===== src/rtl/mchk_pkg.sv =====
package mchk_pkg;

  localparam int DATA_W = 32;

  // Decoded register-port strobes, produced by the control and consumed by
  // the datapath.
  typedef struct packed {
    logic statWr;   // one-to-clear write to the status word
    logic maskWr;   // store into the mask word
    logic statSel;  // read mux picks status
    logic maskSel;  // read mux picks mask
  } regStrobe_t;

  // Converts a bit number (0 = most significant) to a vector index.
  function automatic int bitNumToIdx(input int bitNum);
    return DATA_W - 1 - bitNum;
  endfunction

endpackage


===== src/rtl/mchk_ctrl.sv =====
module mchk_ctrl
  import mchk_pkg::*;
#(
  parameter int              ADDR_W   = 8,
  parameter logic [ADDR_W-1:0] STAT_OFS = 8'h40,
  parameter logic [ADDR_W-1:0] MASK_OFS = 8'h44
) (
  input  logic              wrEn,
  input  logic [ADDR_W-1:0] addr,
  output regStrobe_t        strb
);

  logic hitStat;
  logic hitMask;

  assign hitStat = (addr == STAT_OFS);
  assign hitMask = (addr == MASK_OFS);

  always_comb begin
    strb         = '0;
    strb.statSel = hitStat;
    strb.maskSel = hitMask;
    strb.statWr  = wrEn && hitStat;
    strb.maskWr  = wrEn && hitMask;
  end

endmodule


===== src/rtl/mchk_dpath.sv =====
module mchk_dpath
  import mchk_pkg::*;
#(
  parameter logic [DATA_W-1:0] IMPL_BITS = 32'hFFF0_0F0F,
  parameter int                IRQ0_NUM  = 0
) (
  input  logic              clk,
  input  logic              porRstN,
  input  logic              rstAnyN,
  input  regStrobe_t        strb,
  input  logic [DATA_W-1:0] wrData,
  input  logic [DATA_W-1:0] errIn,
  input  logic              irq0Sel,
  output logic [DATA_W-1:0] statQ,
  output logic [DATA_W-1:0] maskQ,
  output logic [DATA_W-1:0] rdData,
  output logic              mcpReq
);

  localparam int IRQ0_IDX = bitNumToIdx(IRQ0_NUM);

  // One status cell and one mask cell per implemented position.
  for (genvar i = 0; i < DATA_W; i++) begin : gBit
    if (IMPL_BITS[i]) begin : gImpl
      localparam bit IS_IRQ0 = (i == IRQ0_IDX);
      logic setNow;
      logic statBit;
      logic maskBit;

      if (IS_IRQ0) begin : gGate
        assign setNow = errIn[i] & irq0Sel;
      end else begin : gPlain
        assign setNow = errIn[i];
      end

      // Sticky status: only power-on reset clears; set wins over clear.
      always_ff @(posedge clk or negedge porRstN) begin
        if (!porRstN)                      statBit <= 1'b0;
        else if (setNow)                   statBit <= 1'b1;
        else if (strb.statWr && wrData[i]) statBit <= 1'b0;
      end

      always_ff @(posedge clk or negedge rstAnyN) begin
        if (!rstAnyN)         maskBit <= 1'b1;
        else if (strb.maskWr) maskBit <= wrData[i];
      end

      assign statQ[i] = statBit;
      assign maskQ[i] = maskBit;
    end else begin : gRsvd
      assign statQ[i] = 1'b0;
      assign maskQ[i] = 1'b0;
    end
  end

  always_ff @(posedge clk or negedge rstAnyN) begin
    if (!rstAnyN) mcpReq <= 1'b0;
    else          mcpReq <= |(statQ & maskQ);
  end

  always_ff @(posedge clk or negedge rstAnyN) begin
    if (!rstAnyN)          rdData <= '0;
    else if (strb.statSel) rdData <= statQ;
    else if (strb.maskSel) rdData <= maskQ;
    else                   rdData <= '0;
  end

endmodule


===== src/rtl/mchk_err_unit.sv =====
module mchk_err_unit
  import mchk_pkg::*;
#(
  parameter int                ADDR_W    = 8,
  parameter logic [ADDR_W-1:0] STAT_OFS  = 8'h40,
  parameter logic [ADDR_W-1:0] MASK_OFS  = 8'h44,
  parameter logic [31:0]       IMPL_BITS = 32'hFFF0_0F0F,
  parameter int                IRQ0_NUM  = 0
) (
  input  logic              clk,
  input  logic              porRstN,
  input  logic              sysRstN,
  input  logic [ADDR_W-1:0] addr,
  input  logic              wrEn,
  input  logic [31:0]       wrData,
  output logic [31:0]       rdData,
  input  logic [31:0]       errIn,
  input  logic              irq0Sel,
  output logic              mcpReq
);

  regStrobe_t        strb;
  logic              rstAnyN;
  logic [DATA_W-1:0] statQ;
  logic [DATA_W-1:0] maskQ;

  assign rstAnyN = porRstN & sysRstN;

  mchk_ctrl #(
    .ADDR_W  (ADDR_W),
    .STAT_OFS(STAT_OFS),
    .MASK_OFS(MASK_OFS)
  ) u_ctrl (
    .wrEn(wrEn),
    .addr(addr),
    .strb(strb)
  );

  mchk_dpath #(
    .IMPL_BITS(IMPL_BITS),
    .IRQ0_NUM (IRQ0_NUM)
  ) u_dpath (
    .clk    (clk),
    .porRstN(porRstN),
    .rstAnyN(rstAnyN),
    .strb   (strb),
    .wrData (wrData),
    .errIn  (errIn),
    .irq0Sel(irq0Sel),
    .statQ  (statQ),
    .maskQ  (maskQ),
    .rdData (rdData),
    .mcpReq (mcpReq)
  );

endmodule


===== config.mk =====
export PLATFORM = sky130hd
export DESIGN_NAME = mchk_err_unit
export DESIGN_NICKNAME = d
export VERILOG_FILES = /design/src/rtl/mchk_pkg.sv /design/src/rtl/mchk_ctrl.sv /design/src/rtl/mchk_dpath.sv /design/src/rtl/mchk_err_unit.sv
export SDC_FILE = /design/constraint.sdc
export NUM_CORES = 1
export LEC_CHECK = 0
export ABC_AREA = 1
export ABC_CLOCK_PERIOD_IN_PS = 1800
export BUFFER_PORTS_ARGS = -buffer_cell sky130_fd_sc_hd__buf_4
export CAP_MARGIN = 15
export CORE_AREA = 5 5 58 112
export CTS_CLUSTER_DIAMETER = 80
export DETAILED_ROUTE_END_ITERATION = 8
export DIE_AREA = 0 0 63 117
export PLACE_DENSITY = 0.83
export SYNTH_ARGS = -nofsm -noshare
export SYNTH_HDL_FRONTEND = slang
export SYNTH_SLANG_ARGS = --single-unit

===== constraint.sdc =====
create_clock -name clk -period 1.8 [get_ports clk]
set_input_delay 0.09 -clock clk [delete_from_list [all_inputs] [get_ports clk]]
set_output_delay 0.09 -clock clk [all_outputs]
set_load 0.01 [all_outputs]

-- Yosys cells after proc, flatten, opt, wreduce, memory -nomap -nowiden
Cells that the tools add are included.
- input bits: 77
- register bits after elaboration: 73
- output and inout port bits: 33
- bitwise operators: 3
- reduce and logical (&&, ||, !) cells: 43
- mux-type cells: 42
- equal/unequal tests: 2
- operators with widths (kind ; number):
    $mux 32 ; 2
    $mux 1 ; 40
    $reduce_bool 2->1 ; 20
    $and 32x32->32 ; 1
    $reduce_or 32->1 ; 1
    $logic_and 1x1->1 ; 22
    $eq 8x7->1 const B ; 2
    $and 1x1->1 ; 2

-- Logic depth before layout (Yosys ltp)
Gate-level depths: netlist (run 1).
- depth in word-level cells: 5
- mapped depth: 8
- depth with buffers taken out: 7

-- Cells and area by module
A second synthesis (run 1) with hierarchy kept.
- cells, all modules: 349
- area total of the unflattened synthesis: 3169.3 µm²
- modules (own cells, without submodules) (module ; area an instance (µm²) ; cells an instance ; instances):
    mchk_dpath ; 3061.7 ; 323 ; 1
    mchk_ctrl ; 100.1 ; 24 ; 1
    mchk_err_unit ; 7.5 ; 2 ; 1

-- Worst setup path after synthesis (run 1)
OpenSTA, ideal clock, no wires.
- kind: input-to-reg
- start point: input addr[1]
- end point: register u_dpath.gBit[0].gImpl.statBit
- library setup time: 0.116 ns
- path buffers: 1
- stages: 7
- path slack: 0.955 ns
- data arrival time: 0.728 ns
- cell sequence: nor2_2 -> nand2_1 -> nor2_4 -> buf_6 -> nand3_1 -> nand2_1 -> nand2_1
- cells in the longest elaborated chain, start to end: 4
- RTL lines (what ; line ; text):
    start: declaration ; mchk_err_unit.sv:13 ; input logic [ADDR_W-1:0] addr,
    $eq 8x7->1 ; mchk_ctrl.sv:16 ; assign hitStat = (addr == STAT_OFS);
    $logic_and 1x1->1 ; mchk_ctrl.sv:23 ; strb.statWr = wrEn && hitStat;
    $logic_and 1x1->1 ; mchk_dpath.sv:40 ; else if (strb.statWr && wrData[i]) statBit <= 1'b0;
    $reduce_bool 2->1 (no line) ; - ;
    end signal: assignment ; mchk_dpath.sv:38 ; if (!porRstN) statBit <= 1'b0;
    end signal: assignment ; mchk_dpath.sv:39 ; else if (setNow) statBit <= 1'b1;
    end signal: assignment ; mchk_dpath.sv:40 ;
    end: declaration ; mchk_dpath.sv:27 ; logic statBit;
Every way passes these cells.
A chain may end at the register's enable or synchronous reset.

-- Worst setup path in the final report (run 1)
- start point: input irq0Sel
- end point: register u_dpath.gBit[31].gImpl.statBit
- cells in the longest elaborated chain, start to end: 2
- elaborated cells between the ends (all ways): 3
- those cells by class: mux (1); bitwise (1); reduce/logical (1)
- RTL lines (what ; line ; text):
    start: declaration ; mchk_err_unit.sv:18 ; input logic irq0Sel,
    $and 1x1->1 (*) ; mchk_dpath.sv:31 ; assign setNow = errIn[i] & irq0Sel;
    $mux 1 / $reduce_bool 2->1 (equally long branches) ; - ;
    end signal: assignment ; mchk_dpath.sv:38 ;
    end signal: assignment ; mchk_dpath.sv:39 ;
    end signal: assignment ; mchk_dpath.sv:40 ;
    end: declaration ; mchk_dpath.sv:27 ;
Mark *: on every way between the ends. The rest lies on a longest branch, timed or not.

==> flow_metrics.env, run 1 <==
export IMPL_critPathCaptureType="flip-flop"
export IMPL_yosysTopAreaCellShare_pct=36.7
export IMPL_gp_congestion=0.772
export IMPL_firstDrtPassIters=4
export IMPL_cp_start_kind="input pin"
export IMPL_dpl_hpwl_um=4440
export IMPL_drc=0
export IMPL_grt_overflow=0
export IMPL_clock_latency_ns=0.32
export IMPL_clk_path_buf_depth=2
export IMPL_max_freq_mhz=850
export IMPL_area_delta_synth_final_pct=38.4
export IMPL_post_drt_wl_per_cell_um=14.2
export IMPL_fin_crit_sh_pct=65.4
export IMPL_synth_area_um2=2800
export IMPL_crit_slowest_cell="dlygate4sd3_1"
export IMPL_timing_final_max_slew_violations=0
export IMPL_slowest_delay_ns=0.54
export IMPL_worstPathArrival_ns=1.39
export IMPL_die_h_um=117
export IMPL_setup_tns_ns=0
export IMPL_worstHoldPathType="in -> reg"
export IMPL_initial_core_util_pct=49.9
export IMPL_cap_violations=0
export IMPL_maxSlewHeadroom_pct=66.0
export IMPL_die_area_um2=7370
export IMPL_grt_pass1_wl_um=11700
export IMPL_antenna_left=0
export IMPL_p_leak_uw=0.00204
export IMPL_n_antenna_cell=0
export IMPL_critPathKind="in -> reg"
export IMPL_hold_viol_final=0
export IMPL_setup_viol=0
export IMPL_dr_wl_met3_um=526
export IMPL_pin_count=110
export IMPL_min_period_ns=1.18
export IMPL_cts_made_buffers=9
export IMPL_peakVddDrop_mv=0.844
export IMPL_viasPerCell=5.11
export IMPL_post_cts_resized=0
export IMPL_syn_area_per_cell_um2=8.30
export IMPL_fp_coreArea_um2=5610
export IMPL_cp_max_fo=1
export IMPL_drive_gt1_share_pct=27.2
export IMPL_seq_area_frac_synth_pct=55.5
export IMPL_antenna_found_initial=0
export IMPL_yosys_warnings=0
export IMPL_synth_distinct_cells=17
export IMPL_rsz0062_at_grt="no"
export IMPL_crit_chain="dlygate4sd3_1 -> buf_4 -> nand2_1 -> dlygate4sd3_1 -> nand2_1"
export IMPL_met1_length_um=2660
export IMPL_fp_row_count=39
export IMPL_cts_max_level=3
export IMPL_io_buffer_count=73
export IMPL_cp_required_ns=2.02
export IMPL_yosysTopAreaCell="dfrtp_1"
export IMPL_tightest_slew_ns=0.510
export IMPL_postCtsSetupBuffers=0
export IMPL_status="finished clean"
export IMPL_drt_iter0_drc=127
export IMPL_cts_tree="yes"
export IMPL_vias=2544
export IMPL_fillers=444
export IMPL_crit_buf_inv=3
export IMPL_dp_cells=457
export IMPL_met2_length_um=3730
export IMPL_clkTransAtPathRegs_ns=0.05
export IMPL_maxUsedRoutingLayer="met4"
export IMPL_track_usage_pct=20.4
export IMPL_grt_max_degree=42
export IMPL_cts_sinks=61
export IMPL_power_density_nw_per_um2=857
export IMPL_critPathTopFamily="buffers and inverters"
export IMPL_fin_worst_skew_ns=0.00423
export IMPL_routed_wl_um=7090
export IMPL_synth_cells=337
export IMPL_die_x_um=63
export IMPL_grt_pass1_vias=2534
export IMPL_clockRootBuffer="clkbuf_16"
export IMPL_layout_nets=509
export IMPL_netlist_top_cells_area="dfrtp_1 37%, nand2_1 19%, dfstp_2 19%"
export IMPL_final_cells=498
export IMPL_synth_ff_latch_count=61
[sequential cells by signal (all words and copies together), names as in the netlist]
name                        count
u_dpath.mcpReq                  1
u_dpath.gBit.gImpl.maskBit     20
u_dpath.gBit.gImpl.statBit     20
u_dpath.rdData                 20
[placed cells by master, fill, tap and decap left out]
cell,netlist,layout
clkbuf_8,0,2
conb_1,1,12
buf_4,12,77
clkinv_2,0,3
dfstp_2,20,20
nor2_4,2,2
nand3_1,41,41
nand4_1,25,25
inv_1,22,22
dfrtp_1,41,41
nand3b_1,1,1
clkinvlp_4,0,1
inv_2,2,2
clkbuf_16,0,9
nor2_1,5,5
buf_12,0,2
nor2_2,1,1
clkbuf_1,2,1
dlygate4sd3_1,0,25
nand2_1,145,145
[report_power, final]
| group | internal (uW) | switching (uW) | total (uW) |
|---|---|---|---|
| logic | 157 | 157 | 314 |
| registers | 1420 | 19.9 | 1440 |
| clock network | 997 | 565 | 1560 |
[area by class of cell]
class / count / area, um^2 / share of cell area [%]
inverter: 24 / 90.1 / 2.33
sequential: 61 / 1550 / 40.1
tap: 61 / 76.3 / 1.97
clock buffer: 12 / 256 / 6.63
clock inverter: 4 / 22.5 / 0.582
multi-input combinational: 232 / 1010 / 26.0
timing repair buffer: 104 / 868 / 22.4
[metrics by stage]
step           hold slack, ns  total power [uW]  utilization (%)  cell area [um^2]  setup WS (ns)
2_1_floorplan          -0.206              1600                -              2840          0.754
3_3_place_gp        -0.000213              1730             59.6              3340          0.485
3_5_place_dp          0.00456              1730             59.6              3340          0.466
4_1_cts               0.00305              3340             69.0              3870          0.640
5_1_grt               0.00884              3450             69.0              3870          0.543
6_report              0.00667              3320             69.0              3870          0.623
[worst register-to-register path, stage by stage (launching register included)]
cell and delay, ns:
dfrtp_1 0.39, nand2_1 0.13, nand4_1 0.11, nor2_1 0.17, nand3b_1 0.09
[cells in the mapped netlist (all sizes together)]
cell,n
nand2,145
dfrtp,41
nand3,41
buf,29
nand4,25
inv,24
dfstp,20
nor2,8
clkbuf,2
conb,1
nand3b,1
[repair_timing]
action | CTS | global route
hold buffers | 25 | 0
endpoints found under the setup margin | 0 | 0
endpoints found under the hold margin | 63 | 0
[kinds of logic (layout without fill, tap and decap cells)]
kind of cell,Yosys count,after routing,synth area share (%)
buf+inv,55,144,10.1
flops,61,61,55.5
other cells,1,12,0.134
simple gates,220,220,34.3
[worst paths after layout]
| kind | endpoint | cells after the start | slack (ns) | start |
|---|---|---|---|---|
| min | u_dpath.gBit[30].gImpl.maskBit | 3 | 0.007 | wrData[30] |
| max reg2reg | u_dpath.mcpReq | 4 | 0.77 | u_dpath.gBit[31].gImpl.statBit |
| min in group asynchronous | u_dpath.gBit[27].gImpl.statBit | 2 | 0.20 | porRstN |
| min reg2reg | u_dpath.gBit[20].gImpl.maskBit | 2 | 0.47 | u_dpath.gBit[20].gImpl.maskBit |
| max in group asynchronous | u_dpath.gBit[10].gImpl.maskBit | 5 | 0.70 | porRstN |
| max | u_dpath.gBit[31].gImpl.statBit | 5 | 0.62 | irq0Sel |
[per-layer routing]
layer	vias to the layer above	track usage [%]
met2	112	35.2
li1	1238	-
met5	-	0
met4	0	8.78
met3	15	5.54
met1	1179	23.5
No activity file was read; power rests on OpenSTA's default activity.
==> run 2: changes to the inputs <==
Settings changed: ABC_CLOCK_PERIOD_IN_PS 1800 to 1000, CORE_AREA 5 5 58 112 to 5 5 63 121, DIE_AREA 0 0 63 117 to 0 0 68 126, PLACE_DENSITY 0.83 to 0.74.
Clock period 1.8 ns to 1 ns, I/O delays scaled along.
==> flow_metrics.env, run 2 (same netlist as run 1, synthesis figures left out) <==
export IMPL_reg_top3="u_dpath.gBit.gImpl.maskBit: 20 flops, u_dpath.gBit.gImpl.statBit: 20 flops, u_dpath.rdData: 20 flops"
export IMPL_grt_overflow=0
export IMPL_p_leak_uw=0.00215
export IMPL_cp_max_fo=3
export IMPL_viasPerCell=4.78
export IMPL_cts_max_level=3
export IMPL_clockRootBuffer="clkbuf_16"
export IMPL_grt_max_degree=42
export IMPL_io_buffer_count=73
export IMPL_seq_area_um2=1550
export IMPL_final_cells=547
export IMPL_mostFrequentLayoutCell="nand2_1"
export IMPL_finalPower_uw=6110
export IMPL_layout_nets=531
export IMPL_fin_worst_skew_ns=0.00418
export IMPL_slowest_delay_ns=0.40
export IMPL_fp_row_count=42
export IMPL_pin_count=110
export IMPL_n_antenna_cell=0
export IMPL_cp_required_ns=1.20
export IMPL_status="finished clean"
export IMPL_setup_tns_ns=0
export IMPL_track_usage_pct=18.5
export IMPL_max_freq_mhz=1050
export IMPL_critPathKind="reg -> reg"
export IMPL_setup_viol=0
export IMPL_drt_iter0_drc=193
export IMPL_peakVddDrop_mv=0.837
export IMPL_cts_tree="yes"
export IMPL_drive_gt1_share_pct=27.0
export IMPL_die_h_um=126
export IMPL_grt_pass1_vias=2568
export IMPL_critPathCaptureType="flip-flop"
export IMPL_fp_coreArea_um2=6570
export IMPL_cts_sinks=61
export IMPL_die_x_um=68
export IMPL_dpl_hpwl_um=4780
export IMPL_dp_cells=489
export IMPL_fin_crit_sh_pct=95.1
export IMPL_final_cell_mix="144 x nand2_1, 76 x buf_4, 42 x dlygate4sd3_1, 41 x nand3_1, 41 x dfrtp_1"
export IMPL_firstDrtPassIters=5
export IMPL_post_drt_wl_per_cell_um=13.5
export IMPL_antenna_left=0
export IMPL_clkTransAtPathRegs_ns=0.05
export IMPL_routed_wl_um=7360
export IMPL_drc=0
export IMPL_hold_viol_final=0
export IMPL_multiInputGateArea_um2=1010
export IMPL_clk_path_buf_depth=2
export IMPL_initial_core_util_pct=42.6
export IMPL_vias=2613
export IMPL_post_route_util_pct=63.9
export IMPL_cp_start_kind="flip-flop"
export IMPL_clock_latency_ns=0.32
export IMPL_crit_buf_inv=0
export IMPL_gp_congestion=0.814
export IMPL_power_density_nw_per_um2=1460
export IMPL_cts_made_buffers=9
export IMPL_timing_final_max_slew_violations=0
export IMPL_fillers=553
export IMPL_die_area_um2=8570
export IMPL_critPathTopFamily="simple AND/OR/NAND/NOR gates"
export IMPL_crit_slowest_cell="dfrtp_1"
export IMPL_area_delta_synth_final_pct=50.0
export IMPL_antenna_found_initial=0
export IMPL_grt_pass1_wl_um=12000
export IMPL_worstHoldPathType="in -> reg"
export IMPL_cap_violations=0
export IMPL_min_period_ns=0.951
export IMPL_worstPathArrival_ns=1.15
export IMPL_crit_chain="nand2_1 -> nand4_1 -> nor2_1 -> nand3b_1"
-- run 2: changes by cell type in the layout (fill, tap and decap cells not counted), sizes merged --
cell | before | now
dlygate4sd3 | 25 | 42
buf | 79 | 84
clkbuf | 12 | 15
clkinv | 3 | 1
inv | 24 | 23
-- run 2: area by class of cell --
class	instances	area share, %
Tap cell	88	2.62
Multi-Input combinational cell	232	24.0
Timing Repair Buffer	126	27.4
Clock buffer	15	6.62
Clock inverter	1	0.119
Sequential cell	61	37.0
Inverter	24	2.24
-- run 2: metrics by stage --
stage	worst slack [ns]	hold slack [ns]	cell area [um^2]
after floorplan	0.193	-0.246	2840
after global placement	-0.0266	0.0663	3490
after detailed placement	-0.0458	0.0690	3490
after CTS	0.0518	0.00715	4200
after global routing	-0.0117	0.00914	4200
final	0.0494	0.0137	4200
-- run 2: power by group --
group,internal (uW),switching (uW),total [uW]
sequential,2560,35.0,2600
clock,1870,993,2870
combinational,348,300,648
-- run 2: worst paths after layout --
check	slack (ns)	endpoint	start	cells after the start
max	0.05	u_dpath.mcpReq	u_dpath.gBit[27].gImpl.statBit	4
min	0.01	u_dpath.gBit[21].gImpl.statBit	wrData[21]	4
max reg2reg	0.05	u_dpath.mcpReq	u_dpath.gBit[27].gImpl.statBit	4
min reg2reg	0.47	u_dpath.gBit[30].gImpl.maskBit	u_dpath.gBit[30].gImpl.maskBit	2
max in group asynchronous	0.35	u_dpath.gBit[9].gImpl.maskBit	porRstN	5
min in group asynchronous	0.27	u_dpath.gBit[21].gImpl.statBit	porRstN	3
-- run 2: layer usage --
layer | track usage, % | share of wire, % | wire, um
met1 | 22.2 | 36 | 2680
met2 | 30.7 | 56 | 4120
met3 | 3.65 | 5.3 | 388
met4 | 8.91 | 2.4 | 176
met5 | 0 | 0 | 0
-- run 2: timing repair --
action	CTS	global route
hold buffers	42	0
endpoints found under the setup margin	0	1
gates resized for setup	0	1
buffers inserted	0	0
endpoints found under the hold margin	80	0
-- run 2: worst min-delay path, cell delays in order --
cell and delay, ns:
buf_4 0.09, nand3_1 0.07, nand2_1 0.05, nand2_1 0.04
